<file path="config.mk">
export PLATFORM = sky130hd
export DESIGN_NAME = serial_rx
export DESIGN_NICKNAME = d
export VERILOG_FILES = /design/src/rtl/rx_pkg.sv /design/src/rtl/rx_control.sv /design/src/rtl/rx_datapath.sv /design/src/rtl/serial_rx.sv
export SDC_FILE = /design/constraint.sdc
export NUM_CORES = 1
export LEC_CHECK = 0
export CAP_MARGIN = 0
export CORE_MARGIN = 2
export CORE_UTILIZATION = 50
export CTS_BUF_LIST = sky130_fd_sc_hd__clkbuf_8
export DETAILED_ROUTE_END_ITERATION = 12
export PLACE_DENSITY = 0.8
export SYNTH_ARGS = -nofsm -noshare
export SYNTH_HDL_FRONTEND = slang
export SYNTH_SLANG_ARGS = --single-unit
</file>
<file path="constraint.sdc">
create_clock -name clk -period 1.8 [get_ports clk]
set_clock_uncertainty 0.15 [all_clocks]
set_input_delay 0.36 -clock clk [delete_from_list [all_inputs] [get_ports clk]]
set_output_delay 0.36 -clock clk [all_outputs]
set_load 0.005 [all_outputs]
</file>
<file path="src/rtl/rx_pkg.sv">
package rx_pkg;

  typedef enum logic [2:0] {
    ST_HUNT,
    ST_START,
    ST_DATA,
    ST_PARITY,
    ST_STOP,
    ST_WAITHIGH
  } rxStateT;

  // one-cycle strobes from control to datapath
  typedef struct packed {
    logic clearAcc;      // new frame: clear shift and accumulators
    logic shiftBit;      // sample a data bit into the shift register
    logic sampleParity;  // sample and judge the parity bit
    logic loadWord;      // stop sample: move word into holding register
  } rxStrobeT;

endpackage

</file>
<file path="src/rtl/rx_control.sv">
module rx_control
  import rx_pkg::*;
#(
  parameter int OVERSAMPLE = 16,
  parameter int DATA_MAX   = 8,
  parameter int LEN_W      = 2
) (
  input  logic             clk,
  input  logic             rstN,
  input  logic             sampleTick,
  input  logic             lineS,
  input  logic [LEN_W-1:0] wordLen,
  input  logic             parityEn,
  output rxStrobeT         strb
);

  localparam int CNT_W    = $clog2(OVERSAMPLE);
  localparam int BIT_W    = $clog2(DATA_MAX + 1);
  localparam int HALF     = OVERSAMPLE / 2;
  localparam int MIN_BITS = DATA_MAX - (2 ** LEN_W) + 1;

  rxStateT state, stateNext;
  logic [CNT_W-1:0] tickCnt, tickNext;
  logic [BIT_W-1:0] bitCnt, bitNext;
  logic [BIT_W-1:0] wordBits;
  logic lastTick, midTick;

  assign wordBits = BIT_W'(MIN_BITS) + BIT_W'(wordLen);
  assign lastTick = (tickCnt == CNT_W'(OVERSAMPLE - 1));
  assign midTick  = (tickCnt == CNT_W'(HALF - 1));

  always_comb begin
    stateNext = state;
    tickNext  = tickCnt;
    bitNext   = bitCnt;
    strb      = '0;
    if (sampleTick) begin
      case (state)
        ST_HUNT: begin
          if (!lineS) begin
            stateNext     = ST_START;
            tickNext      = '0;
            strb.clearAcc = 1'b1;
          end
        end
        ST_START: begin
          if (midTick) begin
            tickNext  = '0;
            bitNext   = '0;
            stateNext = lineS ? ST_HUNT : ST_DATA;
          end else begin
            tickNext = tickCnt + CNT_W'(1);
          end
        end
        ST_DATA: begin
          if (lastTick) begin
            strb.shiftBit = 1'b1;
            tickNext      = '0;
            bitNext       = bitCnt + BIT_W'(1);
            if (bitCnt == wordBits - BIT_W'(1))
              stateNext = parityEn ? ST_PARITY : ST_STOP;
          end else begin
            tickNext = tickCnt + CNT_W'(1);
          end
        end
        ST_PARITY: begin
          if (lastTick) begin
            strb.sampleParity = 1'b1;
            tickNext          = '0;
            stateNext         = ST_STOP;
          end else begin
            tickNext = tickCnt + CNT_W'(1);
          end
        end
        ST_STOP: begin
          if (lastTick) begin
            strb.loadWord = 1'b1;
            tickNext      = '0;
            stateNext     = lineS ? ST_HUNT : ST_WAITHIGH;
          end else begin
            tickNext = tickCnt + CNT_W'(1);
          end
        end
        ST_WAITHIGH: begin
          if (lineS) stateNext = ST_HUNT;
        end
        default: stateNext = ST_HUNT;
      endcase
    end
  end

  always_ff @(posedge clk or negedge rstN) begin
    if (!rstN) begin
      state   <= ST_HUNT;
      tickCnt <= '0;
      bitCnt  <= '0;
    end else begin
      state   <= stateNext;
      tickCnt <= tickNext;
      bitCnt  <= bitNext;
    end
  end

  AST_STROBE_ONEHOT: assert property (@(posedge clk) disable iff (!rstN)
    $onehot0(strb));

  AST_WAIT_HOLDS_LOW: assert property (@(posedge clk) disable iff (!rstN)
    (state == ST_WAITHIGH && !lineS) |=> (state == ST_WAITHIGH));

  AST_LOAD_FROM_STOP: assert property (@(posedge clk) disable iff (!rstN)
    strb.loadWord |=> (state == ST_HUNT || state == ST_WAITHIGH));

endmodule

</file>
<file path="src/rtl/rx_datapath.sv">
module rx_datapath
  import rx_pkg::*;
#(
  parameter int DATA_MAX    = 8,
  parameter int LEN_W       = 2,
  parameter int SYNC_STAGES = 2
) (
  input  logic                clk,
  input  logic                rstN,
  input  logic                rxLine,
  input  rxStrobeT            strb,
  input  logic [LEN_W-1:0]    wordLen,
  input  logic                parityEven,
  input  logic                parityStick,
  input  logic                hostReadData,
  input  logic                hostReadStatus,
  output logic                lineS,
  output logic [DATA_MAX-1:0] rxData,
  output logic                dataReady,
  output logic                overrunErr,
  output logic                parityErr,
  output logic                framingErr,
  output logic                breakInt
);

  localparam int LEN_TOP = (2 ** LEN_W) - 1;

  logic [SYNC_STAGES-1:0] syncQ;
  logic [DATA_MAX-1:0]    shiftReg;
  logic                   dataXor;
  logic                   allZero;
  logic                   parBad;
  logic                   expParity;
  logic                   isBreak;
  logic [DATA_MAX-1:0]    alignedWord;

  // synchronizer for the asynchronous input
  always_ff @(posedge clk or negedge rstN) begin
    if (!rstN) syncQ <= '1;
    else       syncQ <= {syncQ[SYNC_STAGES-2:0], rxLine};
  end
  assign lineS = syncQ[SYNC_STAGES-1];

  assign expParity   = parityStick ? ~parityEven : (parityEven ? dataXor : ~dataXor);
  assign isBreak     = allZero & ~lineS;
  assign alignedWord = shiftReg >> (LEN_TOP - int'(wordLen));

  // shift register and frame accumulators
  always_ff @(posedge clk or negedge rstN) begin
    if (!rstN) begin
      shiftReg <= '0;
      dataXor  <= 1'b0;
      allZero  <= 1'b1;
      parBad   <= 1'b0;
    end else if (strb.clearAcc) begin
      shiftReg <= '0;
      dataXor  <= 1'b0;
      allZero  <= 1'b1;
      parBad   <= 1'b0;
    end else if (strb.shiftBit) begin
      shiftReg <= {lineS, shiftReg[DATA_MAX-1:1]};
      dataXor  <= dataXor ^ lineS;
      allZero  <= allZero & ~lineS;
    end else if (strb.sampleParity) begin
      parBad  <= (lineS != expParity);
      allZero <= allZero & ~lineS;
    end
  end

  // holding register and host-visible flags
  always_ff @(posedge clk or negedge rstN) begin
    if (!rstN) begin
      rxData     <= '0;
      dataReady  <= 1'b0;
      overrunErr <= 1'b0;
      parityErr  <= 1'b0;
      framingErr <= 1'b0;
      breakInt   <= 1'b0;
    end else begin
      if (strb.loadWord) begin
        rxData    <= isBreak ? '0 : alignedWord;
        dataReady <= 1'b1;
      end else if (hostReadData) begin
        dataReady <= 1'b0;
      end

      if (strb.loadWord && dataReady && !hostReadData) overrunErr <= 1'b1;
      else if (hostReadStatus)                         overrunErr <= 1'b0;

      if (strb.loadWord && !isBreak && parBad) parityErr <= 1'b1;
      else if (hostReadStatus)                 parityErr <= 1'b0;

      if (strb.loadWord && !isBreak && !lineS) framingErr <= 1'b1;
      else if (hostReadStatus)                 framingErr <= 1'b0;

      if (strb.loadWord && isBreak) breakInt <= 1'b1;
      else if (hostReadStatus)      breakInt <= 1'b0;
    end
  end

  AST_READY_AFTER_LOAD: assert property (@(posedge clk) disable iff (!rstN)
    strb.loadWord |=> dataReady);

  AST_READY_NEEDS_LOAD: assert property (@(posedge clk) disable iff (!rstN)
    $rose(dataReady) |-> $past(strb.loadWord));

  AST_OVERRUN_ON_FULL: assert property (@(posedge clk) disable iff (!rstN)
    $rose(overrunErr) |-> $past(dataReady));

  AST_BREAK_NULL: assert property (@(posedge clk) disable iff (!rstN)
    $rose(breakInt) |-> (rxData == '0));

  AST_BREAK_NOT_FRAMING: assert property (@(posedge clk) disable iff (!rstN)
    $rose(breakInt) |-> !$rose(framingErr));

  AST_PARITY_STICKY: assert property (@(posedge clk) disable iff (!rstN)
    (parityErr && !hostReadStatus) |=> parityErr);

  AST_FRAMING_STICKY: assert property (@(posedge clk) disable iff (!rstN)
    (framingErr && !hostReadStatus) |=> framingErr);

endmodule

</file>
<file path="src/rtl/serial_rx.sv">
module serial_rx
  import rx_pkg::*;
#(
  parameter int OVERSAMPLE  = 16,
  parameter int DATA_MAX    = 8,
  parameter int LEN_W       = 2,
  parameter int SYNC_STAGES = 2
) (
  input  logic                clk,
  input  logic                rstN,
  input  logic                sampleTick,
  input  logic                rxLine,
  input  logic [LEN_W-1:0]    wordLen,
  input  logic                parityEn,
  input  logic                parityEven,
  input  logic                parityStick,
  input  logic                hostReadData,
  input  logic                hostReadStatus,
  output logic [DATA_MAX-1:0] rxData,
  output logic                dataReady,
  output logic                overrunErr,
  output logic                parityErr,
  output logic                framingErr,
  output logic                breakInt
);

  rxStrobeT strb;
  logic     lineS;

  rx_control #(
    .OVERSAMPLE(OVERSAMPLE),
    .DATA_MAX  (DATA_MAX),
    .LEN_W     (LEN_W)
  ) u_control (
    .clk       (clk),
    .rstN      (rstN),
    .sampleTick(sampleTick),
    .lineS     (lineS),
    .wordLen   (wordLen),
    .parityEn  (parityEn),
    .strb      (strb)
  );

  rx_datapath #(
    .DATA_MAX   (DATA_MAX),
    .LEN_W      (LEN_W),
    .SYNC_STAGES(SYNC_STAGES)
  ) u_datapath (
    .clk           (clk),
    .rstN          (rstN),
    .rxLine        (rxLine),
    .strb          (strb),
    .wordLen       (wordLen),
    .parityEven    (parityEven),
    .parityStick   (parityStick),
    .hostReadData  (hostReadData),
    .hostReadStatus(hostReadStatus),
    .lineS         (lineS),
    .rxData        (rxData),
    .dataReady     (dataReady),
    .overrunErr    (overrunErr),
    .parityErr     (parityErr),
    .framingErr    (framingErr),
    .breakInt      (breakInt)
  );

endmodule

</file>
==> Word-level counts from Yosys, hierarchy flattened <==
Index checks and enable logic that the tools add are counted.
{ "word_totals": {"regBits": 37, "inputBits": 11, "out_inout_bits": 13} }
{ "op_classes": {"add_sub_neg": 5, "n_eq_ne": 17, "n_shift": 1, "muxes": 45, "bitwise": 5, "n_reduce_logical": 25} }
{ "op_table": {"columns": ["op", "n"], "rows": [
  ["$shr A8 B32 Y8", 1],
  ["$mux W3", 9],
  ["$mux W4", 6],
  ["$mux W8", 3],
  ["$mux W1", 23],
  ["$pmux W3 S6", 1],
  ["$reduce_bool A2 Y1", 8],
  ["$ne A2 B1 Y1 const B", 7],
  ["$pmux W4 S3", 1],
  ["$add A4 B1 Y4 const B", 2],
  ["$pmux W4 S2", 1],
  ["$reduce_and A8 Y1", 1],
  ["$eq A3 B2 Y1 const B", 2],
  ["$eq A3 B3 Y1 const B", 2],
  ["$logic_and A1 B1 Y1", 6],
  ["$reduce_bool A3 Y1", 2],
  ["$add A3 B2 Y4 const A", 1],
  ["$eq A4 B3 Y1 const B", 1],
  ["$eq A4 B4 Y1", 1],
  ["$eq A4 B4 Y1 const B", 1],
  ["$reduce_and A4 Y1", 1],
  ["$sub A4 B1 Y4 const B", 1],
  ["$eq A3 B1 Y1 const B", 1],
  ["$logic_not A1 Y1", 3],
  ["other kinds (11)", 13]
]} }

==> Depth between registers and ports, before layout <==
Gate-level depths: netlist of the first run.
{ "logic_depth": {"depth_word": 7, "ltp_mapped": 7} }

==> Hierarchy <==
A second synthesis of the first run with hierarchy kept.
{ "unflattened": {"hier_cells": 198, "area_unflattened_um2": 2074.5} }
{ "by_module_without_submodules": {"columns": ["mod", "instances", "cells_each", "area_each_um2"], "rows": [
  ["rx_datapath", 1, 93, 1148.6],
  ["rx_control", 1, 105, 925.9]
]} }

==> Worst setup path before layout of the first run <==
OpenSTA, ideal clock, no wires.
{ "synth_path": {"path_kind": "register to register", "from": "reg u_control.tickCnt[0]", "to": "reg u_control.state[0]", "arrival_ns": 1.659, "required_time_ns": 1.523, "setup_slack_ns": -0.137, "stages_incl_launch_ff": 7, "synth_period_minus_slack_ns": 1.937, "path_cell_list": "dfrtp_1 -> ha_1 -> nand2_1 -> nor2_1 -> o41a_1 -> and4_4 -> mux2_1"} }
{ "synth_between": {"elab_chain_len": 3, "word_cells_on_any_way": 7, "classes_between": "eq/ne (6); reduce/logical (1)"} }
{ "synth_rtl": {"columns": ["element", "line", "source"], "rows": [
  ["start: declaration", "rx_control.sv:23", "logic [CNT_W-1:0] tickCnt, tickNext;"],
  ["start signal: assignment", "rx_control.sv:99", "tickCnt <= tickNext;"],
  ["$eq A4 B4 Y1 / $eq A4 B3 Y1 (equally long branches)", "rx_control.sv:29, rx_control.sv:30", null],
  ["$ne A2 B1 Y1 (no source line)", null, null],
  ["$reduce_and A8 Y1 (no source line) (*)", null, null],
  ["end signal: assignment", "rx_control.sv:98", "state <= stateNext;"],
  ["end: declaration", "rx_control.sv:22", "rxStateT state, stateNext;"]
]} }
Mark *: on every way between the ends. The rest lies on a longest branch, timed or not.
A chain may end at the register's enable or synchronous reset.

==> Final worst setup path of the first run <==
{ "layout_path": {"from": "reg u_control.bitCnt[1]", "to": "reg u_control.state[0]"} }
{ "layout_between": {"elab_chain_len": 3} }
{ "layout_rtl": {"columns": ["element", "line", "source"], "rows": [
  ["start: declaration", "rx_control.sv:24", "logic [BIT_W-1:0] bitCnt, bitNext;"],
  ["start signal: assignment", "rx_control.sv:100", "bitCnt <= bitNext;"],
  ["$eq A4 B4 Y1", "rx_control.sv:60", "if (bitCnt == wordBits - BIT_W'(1))"],
  ["$ne A2 B1 Y1 (no source line)", null, null],
  ["$reduce_and A8 Y1 (no source line)", null, null]
]} }
Every way passes these cells.

==> run_summary.xml, run 1 <==
<?xml version="1.0" encoding="UTF-8"?>
<metrics>
  <group name="outcome">
    <metric name="status" unit="">finished, violations left</metric>
    <metric name="failed_checks" unit="">setup timing</metric>
  </group>
  <group name="clock_tree">
    <metric name="worstSkewPairLatency" unit="ns">0.30</metric>
    <metric name="clk_path_buf_depth" unit="">2</metric>
    <metric name="cts_buffers" unit="">5</metric>
    <metric name="total_clock_sinks" unit="">37</metric>
    <metric name="cts.clk_slew.worst_paths" unit="ns">0.07</metric>
    <metric name="number_of_h_tree_levels" unit="">2</metric>
    <metric name="cts-root-buf" unit="">sky130_fd_sc_hd__clkbuf_8</metric>
    <metric name="cts_tree" unit="">yes</metric>
  </group>
  <group name="yosys">
    <metric name="post_synthesis_sequential_area_ratio" unit="%">49.43</metric>
    <metric name="synth_warnings" unit="">0</metric>
    <metric name="synthCells" unit="">186</metric>
    <metric name="ys_types" unit="">48</metric>
    <metric name="syn_nets" unit="">199</metric>
    <metric name="syn-cell-area" unit="µm²">1881</metric>
    <metric name="synth-edff-count" unit="">0</metric>
    <metric name="synth_area_per_cell" unit="µm²">10.11</metric>
    <metric name="yosys_register_bits" unit="">37</metric>
    <metric name="asyncSetResetFlopFracSynth" unit="%">100.0</metric>
    <metric name="synth_top_flop_cell" unit="">sky130_fd_sc_hd__dfrtp_1</metric>
  </group>
  <group name="power">
    <metric name="power-per-cell-area" unit="nW/µm²">1232</metric>
    <metric name="worst_vdd_rail_ir_drop" unit="mV">0.9059</metric>
    <metric name="total_leakage_power" unit="µW">0.001228</metric>
  </group>
  <group name="final_layout">
    <metric name="final_common_cell" unit="">sky130_fd_sc_hd__dfrtp_1</metric>
    <metric name="mostFrequentLayoutCells" unit="">sky130_fd_sc_hd__dfrtp_1, sky130_fd_sc_hd__buf_4, sky130_fd_sc_hd__nand2_1</metric>
    <metric name="finish.net_count" unit="">265</metric>
    <metric name="area_growth_syn_to_fin" unit="%">43.58</metric>
    <metric name="inserted_diodes" unit="">0</metric>
    <metric name="post_route_cells_drive_above_1_share" unit="%">32.41</metric>
    <metric name="final_cell_area" unit="µm²">2700</metric>
    <metric name="utilization" unit="%">74.31</metric>
  </group>
  <group name="timing">
    <metric name="report.final.slew_viol_count" unit="">0</metric>
    <metric name="finalHoldViolations" unit="">0</metric>
    <metric name="fin_ws" unit="ns">-0.09178</metric>
    <metric name="report.final.setup_viol" unit="">5</metric>
    <metric name="rsz0062_at_grt" unit="">yes</metric>
    <metric name="achievable-frequency" unit="MHz">528.6</metric>
    <metric name="final_cycle_utilization_of_the_critical_path" unit="%">105.1</metric>
    <metric name="fin_crit" unit="ns">1.892</metric>
    <metric name="slew_headroom" unit="%">77.27</metric>
    <metric name="tightestPinTransition" unit="ns">0.3383</metric>
  </group>
  <group name="critical_path">
    <metric name="r2r-start" unit="">u_control.bitCnt[1]</metric>
    <metric name="setup.worst_path.end_class" unit="">register</metric>
    <metric name="reg2regPathDepth" unit="">5</metric>
    <metric name="cp_max_fanout" unit="">2</metric>
    <metric name="cp-start-kind" unit="">register</metric>
    <metric name="worst_ep_required_time" unit="ns">1.83</metric>
    <metric name="rrSetupSlack" unit="ns">-0.09</metric>
    <metric name="cp_data_arrival_time" unit="ns">1.92</metric>
    <metric name="worst_r2r_endpoint" unit="">u_control.state[0]</metric>
    <metric name="criticalPathCategory" unit="">register to register</metric>
  </group>
  <group name="hold_path">
    <metric name="worst_hold_path_type" unit="">register to register</metric>
    <metric name="hold_start" unit="">u_datapath.syncQ[0]</metric>
    <metric name="hold-path-endpoint" unit="">u_datapath.syncQ[1]</metric>
    <metric name="hold-path-cell-count" unit="">0</metric>
  </group>
  <group name="route">
    <metric name="dr_total_vias" unit="">1639</metric>
    <metric name="drt-vias-per-instance" unit="">5.445</metric>
    <metric name="number_of_nets_with_antenna_violations_after_detailed_routing" unit="">0</metric>
    <metric name="finalWirelength" unit="mm">4.459</metric>
    <metric name="drc_violations" unit="">0</metric>
    <metric name="drt_iter0_drc" unit="">55</metric>
    <metric name="routedWlPerCell" unit="µm">14.81</metric>
    <metric name="drt-pass1-iter-count" unit="">4</metric>
  </group>
  <group name="floorplan">
    <metric name="floorplan_die_area" unit="µm²">4267</metric>
    <metric name="fp.dieH" unit="µm">65.33</metric>
    <metric name="die_x" unit="µm">65.33</metric>
    <metric name="initial_utilization" unit="%">51.76</metric>
    <metric name="std_cell_rows" unit="">22</metric>
    <metric name="core_area" unit="µm²">3633</metric>
    <metric name="io_pins" unit="">24</metric>
  </group>
  <group name="job">
    <metric name="drv_cap" unit="">0</metric>
  </group>
  <group name="grt">
    <metric name="largest_net_degree_at_the_start_of_global_routing" unit="">38</metric>
    <metric name="grt_antenna_before_repair" unit="">0</metric>
    <metric name="grt_pass1_wl" unit="mm">7.148</metric>
    <metric name="grt.overflow.total" unit="">0</metric>
    <metric name="grt_usage" unit="%">22.26</metric>
    <metric name="vias_in_the_first_global_route" unit="">1601</metric>
  </group>
  <group name="placed_design">
    <metric name="post-dp-hpwl" unit="mm">2.912</metric>
    <metric name="place.gp.congestion" unit="">0.8144</metric>
    <metric name="placement.cell_area" unit="µm²">2382</metric>
    <metric name="portBuffers" unit="">23</metric>
  </group>
</metrics>
synth_stat cells (3+ instances only):
cell | n | area [µm²]
sky130_fd_sc_hd__dfrtp_1 | 34 | 850.8
sky130_fd_sc_hd__nand2_1 | 27 | 101.4
sky130_fd_sc_hd__a22o_1 | 12 | 105.1
sky130_fd_sc_hd__nor2_1 | 11 | 41.29
sky130_fd_sc_hd__inv_1 | 9 | 33.78
sky130_fd_sc_hd__o21ai_1 | 9 | 45.04
sky130_fd_sc_hd__a21oi_1 | 7 | 35.03
sky130_fd_sc_hd__mux2_2 | 5 | 56.30
sky130_fd_sc_hd__nand3_1 | 5 | 25.02
sky130_fd_sc_hd__clkbuf_1 | 4 | 15.01
sky130_fd_sc_hd__mux2i_1 | 4 | 40.04
sky130_fd_sc_hd__o21ai_0 | 4 | 20.02
sky130_fd_sc_hd__a21o_1 | 3 | 22.52
sky130_fd_sc_hd__dfstp_2 | 3 | 78.83
sky130_fd_sc_hd__nand2b_1 | 3 | 18.77
sky130_fd_sc_hd__nor3_1 | 3 | 15.01
sky130_fd_sc_hd__xor2_1 | 3 | 26.28
critical path: stages, from the launching register on:
cell and delay, ns:
sky130_fd_sc_hd__dfrtp_1 0.39, sky130_fd_sc_hd__xor2_1 0.14, sky130_fd_sc_hd__or4_1 0.48, sky130_fd_sc_hd__nand3_1 0.10, sky130_fd_sc_hd__and4_4 0.22, sky130_fd_sc_hd__mux2_4 0.30
cell families after synthesis:
| kind of cell | after synthesis | share of synthesized area [%] |
|---|---|---|
| AND/OR/NAND/NOR | 65 | 17.90 |
| adder cells (fa/ha/maj) | 2 | 1.330 |
| AO/OA/AOI/OAI | 50 | 19.23 |
| multiplexers | 10 | 5.722 |
| buffers and inverters | 18 | 4.524 |
| flip-flops | 37 | 49.43 |
| XOR/XNOR | 4 | 1.863 |
how the worst max path moves through the flow:
stage,from,to,slack [ns],depth (start not counted)
finish,u_control.bitCnt[1],u_control.state[0],-0.09,5
global route,u_control.bitCnt[1],u_control.state[0],-0.15,5
CTS,u_control.bitCnt[1],u_control.state[0],-0.09,5
detailed placement,wordLen[1],u_control.state[0],-0.54,6
global placement,wordLen[1],u_control.state[0],-0.48,6
floorplan,u_control.tickCnt[0],u_control.state[0],-0.07,6
final cells by class:
type / count / area (µm²)
clock buffers: 5 / 68.82
clock inverters: 3 / 42.54
fillers: 275 / 933.4
inverters: 10 / 37.54
multi-input cells: 131 / 959.7
flip-flops and latches: 37 / 929.6
well taps: 48 / 60.06
repair buffers: 67 / 601.8
per-stage QoR:
stage               hold WS [ns]  worst slack [ns]  total power, µW   TNS, ns  std cells
floorplan               -0.08559          -0.07452             1811  -0.07452        186
global placement          0.2005           -0.4806             2251    -4.012        280
detailed placement        0.1976           -0.5417             2279    -4.406        280
CTS                       0.2106          -0.09390             3087   -0.1201        291
global route              0.2191           -0.1490             3542   -0.7002        301
finish                    0.2091          -0.09178             3326   -0.2118        301
state kept, by name (all words and copies together) (netlist names), 2 cells and up:
| signal | flops |
|---|---|
| u_datapath.shiftReg | 8 |
| u_datapath.syncQ | 2 |
| u_control.state | 3 |
| u_datapath.rxData | 8 |
| u_control.bitCnt | 4 |
| u_control.tickCnt | 4 |
per-layer routing:
metal  routed length, µm  global-route usage [%]
met1                1976                   28.49
met2                2236                   36.35
met3                 155                   4.795
met4                  90                   9.896
met5                   0                       0
report_power, final:
group | internal [µW] | switching, µW
Combinational | 805 | 690
Clock | 410 | 301
Sequential | 974 | 145
what timing repair did:
item,in CTS,in global routing
hold buffers,0,0
gates cloned,0,1
endpoints found under the setup margin,12,23
resized for setup,7,19
pin swaps,2,6
buffers inserted,3,9
No activity file was read; power rests on OpenSTA's default activity.
==> run 2, diff against run 1 <==
Settings changed: GPL_ROUTABILITY_DRIVEN set to 0.
==> results of run 2 <==
The final DEF is identical to that of run 1; final timing and power are the same.
==> run 3, diff against run 2 <==
Settings changed: CTS_CLUSTER_SIZE set to 25.
==> results of run 3 <==
The final DEF is identical to that of run 1; final timing and power are the same.
